File: config.mk
export PLATFORM = sky130hd
export DESIGN_NAME = batt_check_seq
export DESIGN_NICKNAME = d
export VERILOG_FILES = /design/src/rtl/batt_chk_pkg.sv /design/src/rtl/bchk_fsm.sv /design/src/rtl/bchk_dp.sv /design/src/rtl/batt_check_seq.sv
export SDC_FILE = /design/constraint.sdc
export NUM_CORES = 1
export LEC_CHECK = 0
export CORE_ASPECT_RATIO = 0.6
export CORE_UTILIZATION = 40
export DETAILED_ROUTE_END_ITERATION = 6
export PLACE_DENSITY = 0.74
export SYNTH_ARGS = -nofsm -noshare
export SYNTH_HDL_FRONTEND = slang
export SYNTH_SLANG_ARGS = --single-unit
File: constraint.sdc
create_clock -name clk -period 3.53 [get_ports clk]
set_input_delay 0.706 -clock clk [delete_from_list [all_inputs] [get_ports clk]]
set_output_delay 0.706 -clock clk [all_outputs]
set_load 0.1 [all_outputs]
File: src/rtl/batt_chk_pkg.sv
package batt_chk_pkg;
    typedef enum logic [2:0] {
        ST_IDLE    = 3'd0,
        ST_RD_ORIG = 3'd1,
        ST_WR_INV  = 3'd2,
        ST_RD_CHK  = 3'd3,
        ST_WR_RST  = 3'd4,
        ST_RD_RST  = 3'd5
    } seq_state_t;
endpackage

File: src/rtl/bchk_fsm.sv
module bchk_fsm
    import batt_chk_pkg::*;
(
    input  logic       clk,
    input  logic       rst_n,
    input  logic       start_i,
    input  logic       mem_done_i,
    input  logic       match_i,
    output seq_state_t state_o,
    output logic       busy_o,
    output logic       done_o,
    output logic       good_o,
    output logic       suspect_o,
    output logic       load_o,
    output logic       save_o
);
    seq_state_t state_q, state_d;
    logic chk_ok_q;

    assign state_o = state_q;
    assign busy_o  = (state_q != ST_IDLE);
    assign load_o  = (state_q == ST_IDLE) && start_i;
    assign save_o  = (state_q == ST_RD_ORIG) && mem_done_i;

    always_comb begin
        state_d = state_q;
        unique case (state_q)
            ST_IDLE:    if (start_i)    state_d = ST_RD_ORIG;
            ST_RD_ORIG: if (mem_done_i) state_d = ST_WR_INV;
            ST_WR_INV:  if (mem_done_i) state_d = ST_RD_CHK;
            ST_RD_CHK:  if (mem_done_i) state_d = ST_WR_RST;
            ST_WR_RST:  if (mem_done_i) state_d = chk_ok_q ? ST_RD_RST : ST_IDLE;
            ST_RD_RST:  if (mem_done_i) state_d = ST_IDLE;
            default:                    state_d = ST_IDLE;
        endcase
    end

    always_ff @(posedge clk or negedge rst_n) begin
        if (!rst_n) state_q <= ST_IDLE;
        else        state_q <= state_d;
    end

    always_ff @(posedge clk or negedge rst_n) begin
        if (!rst_n) begin
            done_o    <= 1'b0;
            good_o    <= 1'b0;
            suspect_o <= 1'b0;
            chk_ok_q  <= 1'b0;
        end else begin
            done_o <= 1'b0;
            if (load_o) begin
                good_o    <= 1'b0;
                suspect_o <= 1'b0;
                chk_ok_q  <= 1'b0;
            end
            if (state_q == ST_RD_CHK && mem_done_i)
                chk_ok_q <= match_i;
            if (state_q == ST_WR_RST && mem_done_i && !chk_ok_q) begin
                suspect_o <= 1'b1;
                done_o    <= 1'b1;
            end
            if (state_q == ST_RD_RST && mem_done_i) begin
                good_o    <= match_i;
                suspect_o <= !match_i;
                done_o    <= 1'b1;
            end
        end
    end


    done_idle_chk: assert property (@(posedge clk) disable iff (!rst_n)
        done_o |-> !busy_o);

    status_excl_chk: assert property (@(posedge clk) disable iff (!rst_n)
        $onehot0({good_o, suspect_o}));

    status_clear_chk: assert property (@(posedge clk) disable iff (!rst_n)
        load_o |=> (!good_o && !suspect_o && busy_o));

    status_hold_chk: assert property (@(posedge clk) disable iff (!rst_n)
        (!busy_o && !start_i && !done_o) |=> ($stable(good_o) && $stable(suspect_o)));
endmodule

File: src/rtl/bchk_dp.sv
module bchk_dp
    import batt_chk_pkg::*;
#(
    parameter int ADDR_W = 15,
    parameter int DATA_W = 8
) (
    input  logic              clk,
    input  logic              rst_n,
    input  seq_state_t        state_i,
    input  logic              load_i,
    input  logic              save_i,
    input  logic [ADDR_W-1:0] addr_i,
    input  logic [DATA_W-1:0] rdata_i,
    output logic [ADDR_W-1:0] addr_o,
    output logic [DATA_W-1:0] wdata_o,
    output logic              match_o
);
    logic [DATA_W-1:0] saved_q;
    logic [DATA_W-1:0] inv_w;
    logic [DATA_W-1:0] expect_w;
    logic              use_inv;

    always_ff @(posedge clk or negedge rst_n) begin
        if (!rst_n) begin
            addr_o  <= '0;
            saved_q <= '0;
        end else begin
            if (load_i) addr_o  <= addr_i;
            if (save_i) saved_q <= rdata_i;
        end
    end

    assign inv_w    = ~saved_q;
    assign use_inv  = (state_i == ST_WR_INV) || (state_i == ST_RD_CHK);
    assign expect_w = use_inv ? inv_w : saved_q;
    assign wdata_o  = expect_w;
    assign match_o  = (rdata_i == expect_w);


    addr_hold_chk: assert property (@(posedge clk) disable iff (!rst_n)
        (state_i != ST_IDLE) |=> (state_i == ST_IDLE || $stable(addr_o)));
endmodule

File: src/rtl/batt_check_seq.sv
module batt_check_seq
    import batt_chk_pkg::*;
#(
    parameter int ADDR_W = 15,
    parameter int DATA_W = 8
) (
    input  logic              clk,
    input  logic              rst_n,
    input  logic              start_i,
    input  logic [ADDR_W-1:0] test_addr_i,
    output logic              busy_o,
    output logic              done_o,
    output logic              batt_good_o,
    output logic              data_suspect_o,
    output logic              mem_req_o,
    output logic              mem_we_o,
    output logic [ADDR_W-1:0] mem_addr_o,
    output logic [DATA_W-1:0] mem_wdata_o,
    input  logic [DATA_W-1:0] mem_rdata_i,
    input  logic              mem_done_i
);
    seq_state_t state_w;
    logic load_w, save_w, match_w;

    bchk_fsm u_fsm (
        .clk(clk), .rst_n(rst_n), .start_i(start_i),
        .mem_done_i(mem_done_i), .match_i(match_w),
        .state_o(state_w), .busy_o(busy_o), .done_o(done_o),
        .good_o(batt_good_o), .suspect_o(data_suspect_o),
        .load_o(load_w), .save_o(save_w)
    );

    bchk_dp #(.ADDR_W(ADDR_W), .DATA_W(DATA_W)) u_dp (
        .clk(clk), .rst_n(rst_n), .state_i(state_w),
        .load_i(load_w), .save_i(save_w), .addr_i(test_addr_i),
        .rdata_i(mem_rdata_i), .addr_o(mem_addr_o),
        .wdata_o(mem_wdata_o), .match_o(match_w)
    );

    assign mem_req_o = busy_o;
    assign mem_we_o  = (state_w == ST_WR_INV) || (state_w == ST_WR_RST);


    req_hold_chk: assert property (@(posedge clk) disable iff (!rst_n)
        (mem_req_o && !mem_done_i) |=> (mem_req_o && $stable(mem_we_o) && $stable(mem_addr_o)));

    we_needs_req_chk: assert property (@(posedge clk) disable iff (!rst_n)
        mem_we_o |-> mem_req_o);
endmodule

==> run metrics <==
Mean Syn Cell Area 10.2 um^2; row count 16; CTS-repair resized insts 0; Num CTS Buffers 5; ANT nets after route 0; global-route wire length before repair 5440 um; Post-CTS Setup Inserts 0; Final setup viols 0; number of diodes 0; fmax 345 MHz; Post-CTS Hold Fix Bufs 0; yosys warns 0; Clock Latency Late Sink 0.28 ns; CP Capture Type primary output; post-synthesis adder-cell area fraction 0%; Slew HR roughly a third; WL final between 3000 and 4000 um; number of global-route vias before repair 1167; fin area 2100 um^2; clk slew on worst S/H paths 0.07 ns; synth unique cells 29; vias post-DR 1176; most frequent cell after synthesis nand2_1; unrepaired setup endpoints after global routing no; Area Overhead vs Synth 44.5%; placed cell areas 1990 um^2; io pins 56; Die W 79.8 um; CTS H-tree lvls 2; asr flop ratio synth 100%; Startpoint Class register; drt pass-1 iters 4; Req. time, crit path 2.82 ns; vias per cell 4.82; core area 3360 um^2; DRT iter0 DRCs 48; worst-margin pin slew 0.986 ns; Remaining DRCs 0; worst setup path end mem_req_o; CTS max path bufs 2; launch point of the worst path u_fsm.state_o[1]; Synth Area in XOR/XNOR 10.2%; hold crit path type register to register; Crit Reg-Reg Startpoint u_fsm.state_o[0]; largest net degree at the start of global routing 31; DIE AREA 3890 um^2; Post-Synthesis Cells 143; top cells by area, synth dfrtp_1 (52%), nand2_1 (12%), xnor2_1 (9.6%); WS Path Type register to primary output; clk_skew between 0.007 and 0.008 ns; crit-path max FO 9; clk sinks 30; EDFF count, synth 0; layout cells sized above 1 ~16%; fin cells approximately 240; All-Layer GR Usage 18.9%; HPWL Detailed about 2500 um; Max-Cap Viols 0; Total Negative Setup Slacks 0 ns; worst flop-to-flop path endpoint u_dp.saved_q[1]; Seq cells post-synth 30; Post-layout nets roughly 230; mux cell area share after synthesis 8.35%; I/O Buffers 55; Syn Nets 170; Initial Utilization 43.2%; compound-cell area share of the yosys netlist about 5.1%; Die Height 48.7 um; placed cell count 236; Tmin final 2.90 ns; Data arrival, critical path 2.19 ns; main flop type after synthesis dfrtp_1; sequential cell area fraction in the yosys report 51.6%; most common library cells after synthesis nand2_1 (47), dfrtp_1 (30), xnor2_1 (16), mux2_2 (9); Routed wire per std cell 13.8 um; status finished, final reports clean; grt ovf 0; initial antenna violation count 0; synthesized cell area 1450 um^2; simple logic cell fraction of the synthesized area 20.5%; R2R depth 3; worst hold slack 0.473 ns; HP Start u_dp.addr_o[10]; gp weighted congestion 0.780; R2R Setup Slk roughly 1.7 ns; Fin. Hold Viols 0; final period utilization around 80%; largest family of logic cells by synthesized area simple AND/OR/NAND/NOR gates; Slew Limit Fails 0; Clock Tree Root clkbuf_8; cell taking the most area after synthesis dfrtp_1; Synth top area share 51.6%; CTS tree built
-- worst min path at each step --
stage | to | cells after the start
after CTS | u_dp.addr_o[10] | 2
after global placement | u_dp.addr_o[13] | 2
after detailed placement | u_dp.addr_o[10] | 2
after floorplan | u_dp.addr_o[0] | 0
final | u_dp.addr_o[10] | 2
after global routing | u_dp.addr_o[4] | 2
-- metrics by stage --
step,worst slack [ns],utilization (%)
global route,0.497,62.5
global placement,0.955,59.2
finish,0.631,62.5
detailed placement,0.911,59.2
CTS,0.632,62.5
floorplan,0.320,-
-- flip-flops by register name (all words and copies together) (netlist names) --
signal / count
u_dp.saved_q: 8
u_fsm.done_o: 1
u_fsm.good_o: 1
u_fsm.suspect_o: 1
u_fsm.chk_ok_q: 1
u_fsm.state_o: 3
u_dp.addr_o: 15
-- metal layers --
| metal | global-route usage, % | part of all wire, % |
|---|---|---|
| met1 | 23.8 | 48 |
| met2 | 30.2 | 45 |
| met3 | 6.79 | 5.3 |
| met4 | 6.25 | 0.80 |
| met5 | 0 | 0 |
-- critical path: stages, from the launching register on --
cell and delay (ns):
dfrtp_1 0.50, nor3_1 0.34, inv_1 0.10, clkdlybuf4s50_1 0.98
-- final cells by class --
type	count	area [um^2]
fill	280	1260
sequential	30	751
multi-input combinational	103	642
timing repair buffer	56	536
clock buffer	5	68.8
tap	45	56.3
clock inverter	3	40.0
inverter	2	7.51
-- cell families (layout without fill, tap and decap cells) --
| group | count (synthesis) | in the layout |
|---|---|---|
| AOI/OAI and AO/OA | 11 | 11 |
| xor gates and xnor gates | 17 | 17 |
| DFF | 30 | 30 |
| and+or+nand+nor | 64 | 64 |
| muxes | 11 | 11 |
| buffers and inverters | 10 | 66 |
-- layout by cell type (no fill, tap or decap), drive strengths merged, types with 3 or more instances in the layout --
| cell type | n |
|---|---|
| nand2 | 47 |
| clkdlybuf4s50 | 46 |
| dfrtp | 30 |
| xnor2 | 16 |
| buf | 10 |
| mux2 | 9 |
| clkbuf | 5 |
| o21ai | 4 |
| nor2 | 3 |
| a21oi | 3 |
| nor4 | 3 |
Power is left out: the tool's default activity adds up to more than one toggle a clock period on the data nets, which glitch-free logic cannot reach.
